<file path="src/rtl/mesi_pkg.sv">
package mesi_pkg;
  typedef enum logic [1:0] {ST_I = 2'd0, ST_S = 2'd1, ST_E = 2'd2, ST_M = 2'd3} mesi_e;
  typedef enum logic [1:0] {OP_NONE = 2'd0, OP_RD = 2'd1, OP_RDX = 2'd2, OP_WB = 2'd3} bus_op_e;
  typedef enum logic [1:0] {F_IDLE = 2'd0, F_ARB = 2'd1, F_XFER = 2'd2} fsm_e;
endpackage

</file>
<file path="src/rtl/mesi_line_table.sv">
module mesi_line_table
  import mesi_pkg::*;
#(
  parameter int IDX_W = 3,
  parameter int TAG_W = 5
) (
  input  logic             clk_i,
  input  logic             rst_ni,
  input  logic [IDX_W-1:0] cpu_idx_i,
  output mesi_e            cpu_st_o,
  output logic [TAG_W-1:0] cpu_tag_o,
  input  logic [IDX_W-1:0] snp_idx_i,
  output mesi_e            snp_st_o,
  output logic [TAG_W-1:0] snp_tag_o,
  input  logic             fill_we_i,
  input  logic [IDX_W-1:0] fill_idx_i,
  input  logic [TAG_W-1:0] fill_tag_i,
  input  mesi_e            fill_st_i,
  input  logic             snp_we_i,
  input  mesi_e            snp_st_i
);
  localparam int LINES = 1 << IDX_W;

  mesi_e            st_q  [LINES];
  logic [TAG_W-1:0] tag_q [LINES];

  // own completion wins over a snoop on the same index
  always_ff @(posedge clk_i or negedge rst_ni) begin
    if (!rst_ni) begin
      for (int i = 0; i < LINES; i++) begin
        st_q[i]  <= ST_I;
        tag_q[i] <= '0;
      end
    end else begin
      for (int i = 0; i < LINES; i++) begin
        if (fill_we_i && fill_idx_i == IDX_W'(i)) begin
          st_q[i]  <= fill_st_i;
          tag_q[i] <= fill_tag_i;
        end else if (snp_we_i && snp_idx_i == IDX_W'(i)) begin
          st_q[i]  <= snp_st_i;
        end
      end
    end
  end

  assign cpu_st_o  = st_q[cpu_idx_i];
  assign cpu_tag_o = tag_q[cpu_idx_i];
  assign snp_st_o  = st_q[snp_idx_i];
  assign snp_tag_o = tag_q[snp_idx_i];
endmodule

</file>
<file path="src/rtl/mesi_snoop_unit.sv">
module mesi_snoop_unit
  import mesi_pkg::*;
#(
  parameter int TAG_W = 5
) (
  input  logic             valid_i,
  input  logic [1:0]       op_i,
  input  logic [TAG_W-1:0] tag_i,
  input  mesi_e            line_st_i,
  input  logic [TAG_W-1:0] line_tag_i,
  output logic             shared_o,
  output logic             flush_o,
  output logic             supply_o,
  output logic             st_we_o,
  output mesi_e            st_nxt_o
);
  logic hit;
  assign hit = valid_i && (line_st_i != ST_I) && (line_tag_i == tag_i);

  always_comb begin
    shared_o = 1'b0;
    flush_o  = 1'b0;
    supply_o = 1'b0;
    st_we_o  = 1'b0;
    st_nxt_o = line_st_i;
    if (hit) begin
      unique case (op_i)
        OP_RD: begin
          shared_o = 1'b1;
          flush_o  = (line_st_i == ST_M);
          supply_o = (line_st_i == ST_E);
          st_we_o  = (line_st_i != ST_S);
          st_nxt_o = ST_S;
        end
        OP_RDX: begin
          flush_o  = (line_st_i == ST_M);
          st_we_o  = 1'b1;
          st_nxt_o = ST_I;
        end
        default: ;
      endcase
    end
  end
endmodule

</file>
<file path="src/rtl/mesi_cpu_decide.sv">
module mesi_cpu_decide
  import mesi_pkg::*;
#(
  parameter int TAG_W = 5
) (
  input  logic             we_i,
  input  logic [TAG_W-1:0] tag_i,
  input  mesi_e            line_st_i,
  input  logic [TAG_W-1:0] line_tag_i,
  output logic             local_o,
  output logic             upd_m_o,
  output logic             need_wb_o,
  output bus_op_e          op_o
);
  logic hit;
  assign hit = (line_st_i != ST_I) && (line_tag_i == tag_i);

  always_comb begin
    local_o   = 1'b0;
    upd_m_o   = 1'b0;
    need_wb_o = 1'b0;
    op_o      = we_i ? OP_RDX : OP_RD;
    if (hit) begin
      if (!we_i || line_st_i == ST_M) begin
        local_o = 1'b1;
      end else if (line_st_i == ST_E) begin
        local_o = 1'b1;
        upd_m_o = 1'b1;
      end
    end else begin
      need_wb_o = (line_st_i == ST_M);
    end
  end
endmodule

</file>
<file path="src/rtl/mesi_line_ctrl.sv">
module mesi_line_ctrl
  import mesi_pkg::*;
#(
  parameter int IDX_W = 3,
  parameter int TAG_W = 5
) (
  input  logic                   clk_i,
  input  logic                   rst_ni,
  input  logic                   cpu_req_i,
  input  logic                   cpu_we_i,
  input  logic [TAG_W+IDX_W-1:0] cpu_line_i,
  output logic                   cpu_ready_o,
  output logic                   bus_req_o,
  output logic [1:0]             bus_op_o,
  output logic [TAG_W+IDX_W-1:0] bus_addr_o,
  input  logic                   bus_gnt_i,
  input  logic                   bus_done_i,
  input  logic                   bus_shared_i,
  input  logic                   snp_valid_i,
  input  logic [1:0]             snp_op_i,
  input  logic [TAG_W+IDX_W-1:0] snp_line_i,
  output logic                   snp_shared_o,
  output logic                   snp_flush_o,
  output logic                   snp_supply_o
);
  localparam int LINE_W = TAG_W + IDX_W;

  logic [IDX_W-1:0] cpu_idx, snp_idx, fill_idx;
  logic [TAG_W-1:0] cpu_tag, snp_tag, fill_tag;
  mesi_e            cpu_line_st, snp_line_st, fill_st, snp_st_nxt;
  logic [TAG_W-1:0] cpu_line_tag, snp_line_tag;
  logic             fill_we, snp_we;
  logic             dec_local, dec_upd_m, dec_wb;
  bus_op_e          dec_op;

  fsm_e              fsm_q, fsm_d;
  bus_op_e           op_q, op_d, fop_q, fop_d;
  logic [LINE_W-1:0] addr_q, addr_d, rq_q, rq_d;

  assign cpu_idx = cpu_line_i[IDX_W-1:0];
  assign cpu_tag = cpu_line_i[LINE_W-1:IDX_W];
  assign snp_idx = snp_line_i[IDX_W-1:0];
  assign snp_tag = snp_line_i[LINE_W-1:IDX_W];

  mesi_line_table #(.IDX_W(IDX_W), .TAG_W(TAG_W)) u_table (
    .clk_i      (clk_i),
    .rst_ni     (rst_ni),
    .cpu_idx_i  (cpu_idx),
    .cpu_st_o   (cpu_line_st),
    .cpu_tag_o  (cpu_line_tag),
    .snp_idx_i  (snp_idx),
    .snp_st_o   (snp_line_st),
    .snp_tag_o  (snp_line_tag),
    .fill_we_i  (fill_we),
    .fill_idx_i (fill_idx),
    .fill_tag_i (fill_tag),
    .fill_st_i  (fill_st),
    .snp_we_i   (snp_we),
    .snp_st_i   (snp_st_nxt)
  );

  mesi_snoop_unit #(.TAG_W(TAG_W)) u_snoop (
    .valid_i    (snp_valid_i),
    .op_i       (snp_op_i),
    .tag_i      (snp_tag),
    .line_st_i  (snp_line_st),
    .line_tag_i (snp_line_tag),
    .shared_o   (snp_shared_o),
    .flush_o    (snp_flush_o),
    .supply_o   (snp_supply_o),
    .st_we_o    (snp_we),
    .st_nxt_o   (snp_st_nxt)
  );

  mesi_cpu_decide #(.TAG_W(TAG_W)) u_decide (
    .we_i       (cpu_we_i),
    .tag_i      (cpu_tag),
    .line_st_i  (cpu_line_st),
    .line_tag_i (cpu_line_tag),
    .local_o    (dec_local),
    .upd_m_o    (dec_upd_m),
    .need_wb_o  (dec_wb),
    .op_o       (dec_op)
  );

  always_comb begin
    fsm_d       = fsm_q;
    op_d        = op_q;
    fop_d       = fop_q;
    addr_d      = addr_q;
    rq_d        = rq_q;
    cpu_ready_o = 1'b0;
    fill_we     = 1'b0;
    fill_idx    = cpu_idx;
    fill_tag    = cpu_tag;
    fill_st     = ST_M;
    unique case (fsm_q)
      F_IDLE: begin
        if (cpu_req_i) begin
          if (dec_local) begin
            cpu_ready_o = 1'b1;
            fill_we     = dec_upd_m;
          end else begin
            rq_d  = cpu_line_i;
            fop_d = dec_op;
            fsm_d = F_ARB;
            if (dec_wb) begin
              op_d   = OP_WB;
              addr_d = {cpu_line_tag, cpu_idx};
            end else begin
              op_d   = dec_op;
              addr_d = cpu_line_i;
            end
          end
        end
      end
      F_ARB: begin
        if (bus_gnt_i) fsm_d = F_XFER;
      end
      F_XFER: begin
        if (bus_done_i) begin
          fill_we  = 1'b1;
          fill_idx = rq_q[IDX_W-1:0];
          fill_tag = rq_q[LINE_W-1:IDX_W];
          if (op_q == OP_WB) begin
            fill_st = ST_I;
            op_d    = fop_q;
            addr_d  = rq_q;
            fsm_d   = F_ARB;
          end else begin
            fill_st     = (op_q == OP_RDX) ? ST_M : (bus_shared_i ? ST_S : ST_E);
            cpu_ready_o = 1'b1;
            fsm_d       = F_IDLE;
          end
        end
      end
      default: fsm_d = F_IDLE;
    endcase
  end

  always_ff @(posedge clk_i or negedge rst_ni) begin
    if (!rst_ni) begin
      fsm_q  <= F_IDLE;
      op_q   <= OP_NONE;
      fop_q  <= OP_NONE;
      addr_q <= '0;
      rq_q   <= '0;
    end else begin
      fsm_q  <= fsm_d;
      op_q   <= op_d;
      fop_q  <= fop_d;
      addr_q <= addr_d;
      rq_q   <= rq_d;
    end
  end

  assign bus_req_o  = (fsm_q == F_ARB);
  assign bus_op_o   = (fsm_q == F_ARB) ? op_q : OP_NONE;
  assign bus_addr_o = addr_q;
endmodule

</file>
<file path="config.mk">
export PLATFORM = sky130hd
export DESIGN_NAME = mesi_line_ctrl
export DESIGN_NICKNAME = d
export VERILOG_FILES = /design/src/rtl/mesi_pkg.sv /design/src/rtl/mesi_line_table.sv /design/src/rtl/mesi_snoop_unit.sv /design/src/rtl/mesi_cpu_decide.sv /design/src/rtl/mesi_line_ctrl.sv
export SDC_FILE = /design/constraint.sdc
export NUM_CORES = 1
export LEC_CHECK = 0
export BUFFER_PORTS_ARGS = -buffer_cell sky130_fd_sc_hd__buf_2
export CAP_MARGIN = 25
export CORE_MARGIN = 5
export CORE_UTILIZATION = 61
export CTS_CLUSTER_SIZE = 14
export DETAILED_ROUTE_END_ITERATION = 8
export GPL_TIMING_DRIVEN = 1
export MAX_ROUTING_LAYER = met4
export PLACE_DENSITY = 0.85
export SLEW_MARGIN = 20
export SYNTH_ARGS = -nofsm -noshare
export SYNTH_HDL_FRONTEND = slang
export SYNTH_SLANG_ARGS = --single-unit
</file>
<file path="constraint.sdc">
create_clock -name clk_i -period 3.7 [get_ports clk_i]
set_input_delay 0.74 -clock clk_i [delete_from_list [all_inputs] [get_ports clk_i]]
set_output_delay 0.74 -clock clk_i [all_outputs]
set_load 0.005 [all_outputs]
</file>
======== After elaboration in Yosys (flattened, before gate mapping) ========
Cells that the tools add are included.
word-level totals
  register bits ........................... 78
  bits of input ports ..................... 26
  logic and storage cells ................. 179
cells by class
  magnitude comparators ................... 2
  equal/unequal tests ..................... 32
  mux-type cells .......................... 82
  bitwise logic cells ..................... 3
  reductions and logical operators ........ 39
operators by type and width
  kind                count
  $mux 2              37
  $mux 8              5
  $bmux 5 s3          2
  $mux 5              6
  $eq 3x3->1 const B  8
  $reduce_bool 2->1   11
  $mux 1              21
  $logic_and 1x1->1   19
  $eq 2x2->1 const B  8
  $pmux 8 s2          1
  $bmux 2 s3          2
  $eq 3x2->1 const B  4
  $eq 5x5->1          2
  $ge 4x4->1 const B  2
  $ne 2x2->1 const B  4
  $not 3->4           2
  $pmux 2 s2          2
  $eq 3x1->1 const B  2
  $logic_not 3->1     2
  $mux 3              2
  $pmux 1 s2          3
  $pmux 2 s3          1
  $reduce_and 5->1    1
  $eq 2x1->1 const B  2
  other kinds (8)     9

======== Longest topological paths before layout ========
  word-level depth ........................ 13
  gate-level depth with buffers ........... 11
  depth with buffers taken out ............ 7

======== Cells and area by module ========
A second synthesis with hierarchy kept.
second synthesis, totals
  cell total of the unflattened synthesis .. 356
  area total of the unflattened synthesis .. 4823.4 µm²
by module, submodules not included
  module           times used  cells each  area each (µm²)  sequential area each (µm²)
  mesi_line_table  1           222         3279.4           1401.3
  mesi_line_ctrl   1           95          1251.2           550.5
  mesi_snoop_unit  1           25          183.9            0.0
  mesi_cpu_decide  1           14          108.9            0.0

======== Worst setup path before layout ========
Ideal clock, no wire load.
  kind .................................... input to output
  start ................................... in snp_line_i[2]
  end ..................................... out snp_flush_o
  arrival time ............................ 2.908 ns
  path slack .............................. 0.052 ns
  cell stages on the path ................. 8
  path buffers ............................ 3
  cell sequence ........................... clkbuf_1 -> clkbuf_1 -> o22ai_1 -> a2111oi_0 -> xor2_1 -> or4_4 -> buf_2 -> nor4_1
on the way
  word-level cells in the longest chain between the ends .. 8
  elaborated cells on any way between the ends .. 14
  classes of those cells .................. 2 x eq/ne; 8 x mux; 1 x bitwise; 3 x reduce/logical
ends and longest elaborated chain
  item                                                RTL line                                      source
  from (decl)                                         mesi_line_ctrl.sv:21                          input logic [TAG_W+IDX_W-1:0] snp_line_i,
  $not 3->4 (implied by the code) *                   mesi_line_table.sv:48, mesi_line_table.sv:49
  branches (longest 6 deep; another with $bmux 5 s3)  n/a
  $mux 1 *                                            mesi_snoop_unit.sv:26                         if (hit) begin
  to (decl)                                           mesi_line_ctrl.sv:23                          output logic snp_flush_o,
Mark *: on every way between the ends. The select of a mux whose other input is x is not followed.

======== Final worst setup path ========
  start ................................... in snp_line_i[1]
  end ..................................... out snp_shared_o
on the way
  word-level cells in the longest chain between the ends .. 8
  elaborated cells on any way between the ends .. 12
  classes of those cells .................. 1 x eq/ne; 7 x mux; 1 x bitwise; 3 x reduce/logical
ends and longest elaborated chain
  item                                                RTL line                                      source
  $not 3->4 (implied by the code) *                   mesi_line_table.sv:48, mesi_line_table.sv:49
  branches (longest 5 deep; another with $bmux 5 s3)  n/a
  $logic_and 1x1->1 *                                 mesi_snoop_unit.sv:18                         assign hit = valid_i && (line_st_i != ST_I) && (line_tag_i == tag_i);
  $mux 1 *                                            mesi_snoop_unit.sv:26
  to (decl)                                           mesi_line_ctrl.sv:22                          output logic snp_shared_o,
Marked as above.

==> impl_metrics.json <==
{
  "use_met2_pct": 48.24,
  "synth.area.mux_share_pct": 23.92,
  "antenna_found_initial": 0,
  "root_buffer": "clkbuf_8",
  "drtAntennaViolNets": 0,
  "path_class": "in2out",
  "syn_area_sq_um": 5116,
  "insertedDiodeCount": 0,
  "max_slew_margin_pct": 51.32,
  "busiest_layer": "met2",
  "port_buffers": 40,
  "switchingPower_mw": 1.436,
  "cts_buffers": 9,
  "synth_area_leaders": "dfrtp_1 38%, mux2i_1 7.6%, mux2_2 7.3%",
  "synth_top_family_by_area": "multiplexers",
  "postCtsHoldBufs": 0,
  "power_frac_seq_pct": 42.4,
  "cts_tree": "done",
  "use_met1_pct": 39.89,
  "min_path_type": "in2async",
  "grt_pass1_vias": 4539,
  "first_pass_iters": 6,
  "crit_path_end_kind": "primary output",
  "drv_slew": 0,
  "p_int_mw": 2.300,
  "post-route-period-util_pct": 97.50,
  "arrival_ns": 2.87,
  "synth_compound_area_share_pct": 16.85,
  "power_leakage_nw": 2.601,
  "finClkSkew_ns": 0.009733,
  "power_frac_clock_pct": 19.2,
  "max-vdd-ir-drop_mv": 0.4113,
  "fin_crit_ns": 3.608,
  "drive_gt1_share_pct": 27.11,
  "avgSynthCellArea_sq_um": 10.19,
  "r2r-start": "u_table.tag_q[32]$_DFFE_PN0P_",
  "synth_edf_count": 0,
  "clock_path_buffers": 2,
  "postSynthNetCount": 530,
  "gr-total-overflow": 0,
  "ys_types": 62,
  "die_y_um": 101.6,
  "grt_pass1_wl_um": 23820,
  "synth_simple_gate_area_share_pct": 16.24,
  "via_count": 4444,
  "r2r_setup_slack_ns": 0.70,
  "clk_pin_slew_ns": 0.09,
  "die_area_sq_um": 10320,
  "timing.rr.end": "u_table.tag_q[16]$_DFFE_PN0P_",
  "synth-xor-area-share_pct": 0.6848,
  "num_rows": 33,
  "combPwrFrac_pct": 38.4,
  "critical_path.startpoint_type": "input port",
  "synth_top_area_share_pct": 38.15,
  "initial_core_util_pct": 62.58,
  "hold_viol_final": 0,
  "die_w_um": 101.6,
  "tightest_slew_ns": 0.7302,
  "yosys_most_used_dff": "dfrtp_1",
  "yosysSeqAreaShare_pct": 38.15,
  "routed_wl_um": 14490,
  "clk_latency_ns": 0.36,
  "dp_hpwl_um": 10680,
  "htreeDepth": 3,
  "syn_to_final_growth_pct": 13.89,
  "finalSetupViolCount": 0,
  "pin_count": 41,
  "fin_hold_ws_ns": 0.3692,
  "core_sq_um": 8175,
  "synth_adder_area_share_pct": 0.4891,
  "rsz0062_at_grt": "no",
  "cts.sinks": 78,
  "synth_warnings": 0,
  "drt_iter0_markers": 305,
  "drv_cap": 0,
  "wl_per_cell_um": 21.89,
  "cp_max_fo": 21,
  "powerDensity_nw_per_um2": 641.1,
  "drc": 0,
  "fin_nets": 580,
  "fmax_mhz": 277.2,
  "required_ns": 2.96,
  "synth_largest_area_cell": "dfrtp_1",
  "swShare_pct": 38.44,
  "grt_max_degree": 79,
  "outcome": "finished, final reports clean",
  "use_met3_pct": 3.994,
  "async_reset_ff_share_pct": 100.0,
  "routabilityCongestion": 0.9399,
  "synth-seq-cells": 78,
  "grt_usage_pct": 30.80,
  "viasPerCell": 6.713,
  "synthCells": 502,
  "r2r_cells": 8,
  "tns_ns": 0
}
## critical path: stages
cell,delay (ns)
clkbuf_4,0.16
buf_12,0.16
mux2i_1,0.12
and2_1,0.17
a2111oi_2,0.34
buf_4,0.17
xor2_1,0.07
or4_4,0.54
buf_6,0.19
nor2_1,0.08
buf_2,0.11
## flip-flops by register name, summed over array words and instances, names as in the netlist
name / count
bus_addr_o: 8
fop_q: 2
fsm_q: 2
op_q: 2
rq_q: 8
u_table.st_q: 16
u_table.tag_q: 40
## cells in the mapped netlist, types with 3 or more instances
| master | n |
|---|---|
| dfrtp_1 | 78 |
| nand2_1 | 56 |
| mux2i_1 | 39 |
| mux2_2 | 33 |
| mux2_1 | 23 |
| nor2_1 | 23 |
| buf_2 | 15 |
| nor3_1 | 15 |
| clkbuf_1 | 14 |
| a21oi_1 | 12 |
| inv_1 | 12 |
| nor2b_1 | 12 |
| o211ai_1 | 12 |
| a22o_1 | 10 |
| mux4_2 | 9 |
| a31oi_1 | 8 |
| and2_1 | 8 |
| o21ai_0 | 8 |
| a22oi_1 | 7 |
| nand4_1 | 7 |
| nand2b_1 | 6 |
| nand3_1 | 6 |
| o31ai_1 | 6 |
| o41ai_2 | 6 |
| a211oi_1 | 5 |
| a21o_1 | 5 |
| and3_1 | 5 |
| a2111oi_0 | 4 |
| o21ai_1 | 4 |
| o41ai_1 | 4 |
| and4_1 | 3 |
| nor4_1 | 3 |
| o22ai_1 | 3 |
| or2_1 | 3 |
| xor2_1 | 3 |
## power groups by stage
stage	combinational (mW)	sequential, mW	clock, mW
4_1_cts	1.41	1.56	0.716
3_5_place_dp	1.40	1.58	0
3_3_place_gp	1.35	1.56	0
5_1_grt	1.58	1.62	0.762
6_report	1.43	1.58	0.718
2_1_floorplan	1.03	1.44	0
## how the worst max path moves through the flow
| stage | from | to | slack (ns) | depth (start not counted) |
|---|---|---|---|---|
| finish | snp_line_i[1] | snp_shared_o | 0.09 | 11 |
| global route | snp_line_i[1] | snp_shared_o | 0.008 | 11 |
| CTS | snp_line_i[1] | snp_shared_o | 0.005 | 11 |
| detailed placement | snp_line_i[1] | snp_shared_o | -0.01 | 11 |
| global placement | snp_line_i[1] | snp_shared_o | -0.02 | 11 |
| floorplan | snp_line_i[2] | snp_flush_o | 0.05 | 8 |
## what timing repair did
item	4_1_cts	5_1_grt
setup buffers	0	0
endpoints found under the setup margin	1	4
resized for setup	2	13
## layout make-up
| class | instances | area, sq um |
|---|---|---|
| Clock inverter | 6 | 83.83 |
| Timing Repair Buffer | 69 | 459.2 |
| Clock buffer | 10 | 127.6 |
| Inverter | 13 | 48.80 |
| Fill cell | 601 | 2349 |
| Sequential cell | 78 | 1952 |
| Tap cell | 105 | 131.4 |
| Multi-Input combinational cell | 381 | 3024 |
## logic make-up (layout without fill, tap and decap cells)
logic type,count (synthesis),after routing
compound gates,111,111
xor+xnor,4,4
mux,104,104
fa+ha+maj,2,2
simple gates,160,160
buf+inv,43,98
flops,78,78
## placed cells by master (no fill, tap or decap), types with 6 or more instances in the layout
| master | count |
|---|---|
| o211ai_1 | 12 |
| mux2_1 | 23 |
| nand3_1 | 6 |
| nand2_1 | 56 |
| a22oi_1 | 7 |
| clkbuf_8 | 9 |
| nand4_1 | 7 |
| and2_1 | 8 |
| o21ai_0 | 8 |
| o31ai_1 | 6 |
| mux2_2 | 33 |
| nor2_1 | 22 |
| mux2i_1 | 38 |
| o41ai_2 | 6 |
| mux4_2 | 9 |
| a22o_1 | 10 |
| nor2b_1 | 12 |
| nor3_1 | 14 |
| a21oi_1 | 12 |
| a31oi_1 | 8 |
| nand2b_1 | 6 |
| inv_1 | 12 |
| buf_2 | 38 |
| dfrtp_1 | 78 |
| buf_4 | 25 |
## layer usage
| layer | part of all wire (%) | vias up | wire length (um) |
|---|---|---|---|
| met3 | 6.8 | 57 | 985 |
| met5 | 0 | - | 0 |
| li1 | - | 2000 | - |
| met2 | 48 | 223 | 6929 |
| met1 | 41 | 2164 | 5941 |
| met4 | 4.4 | 0 | 631 |
## metrics by stage
| step | std cells | worst slack (ns) | area [sq um] | power (mW) | utilization, % |
|---|---|---|---|---|---|
| CTS | 662 | 0.004657 | 5776 | 3.692 | 70.65 |
| global route | 662 | 0.007501 | 5827 | 3.956 | 71.27 |
| floorplan | 502 | 0.05177 | 5116 | 2.474 | - |
| global placement | 646 | -0.02011 | 5562 | 2.910 | 68.03 |
| finish | 662 | 0.09237 | 5827 | 3.736 | 71.27 |
| detailed placement | 646 | -0.01091 | 5562 | 2.983 | 68.03 |
Power figures use the tool's default switching activity.
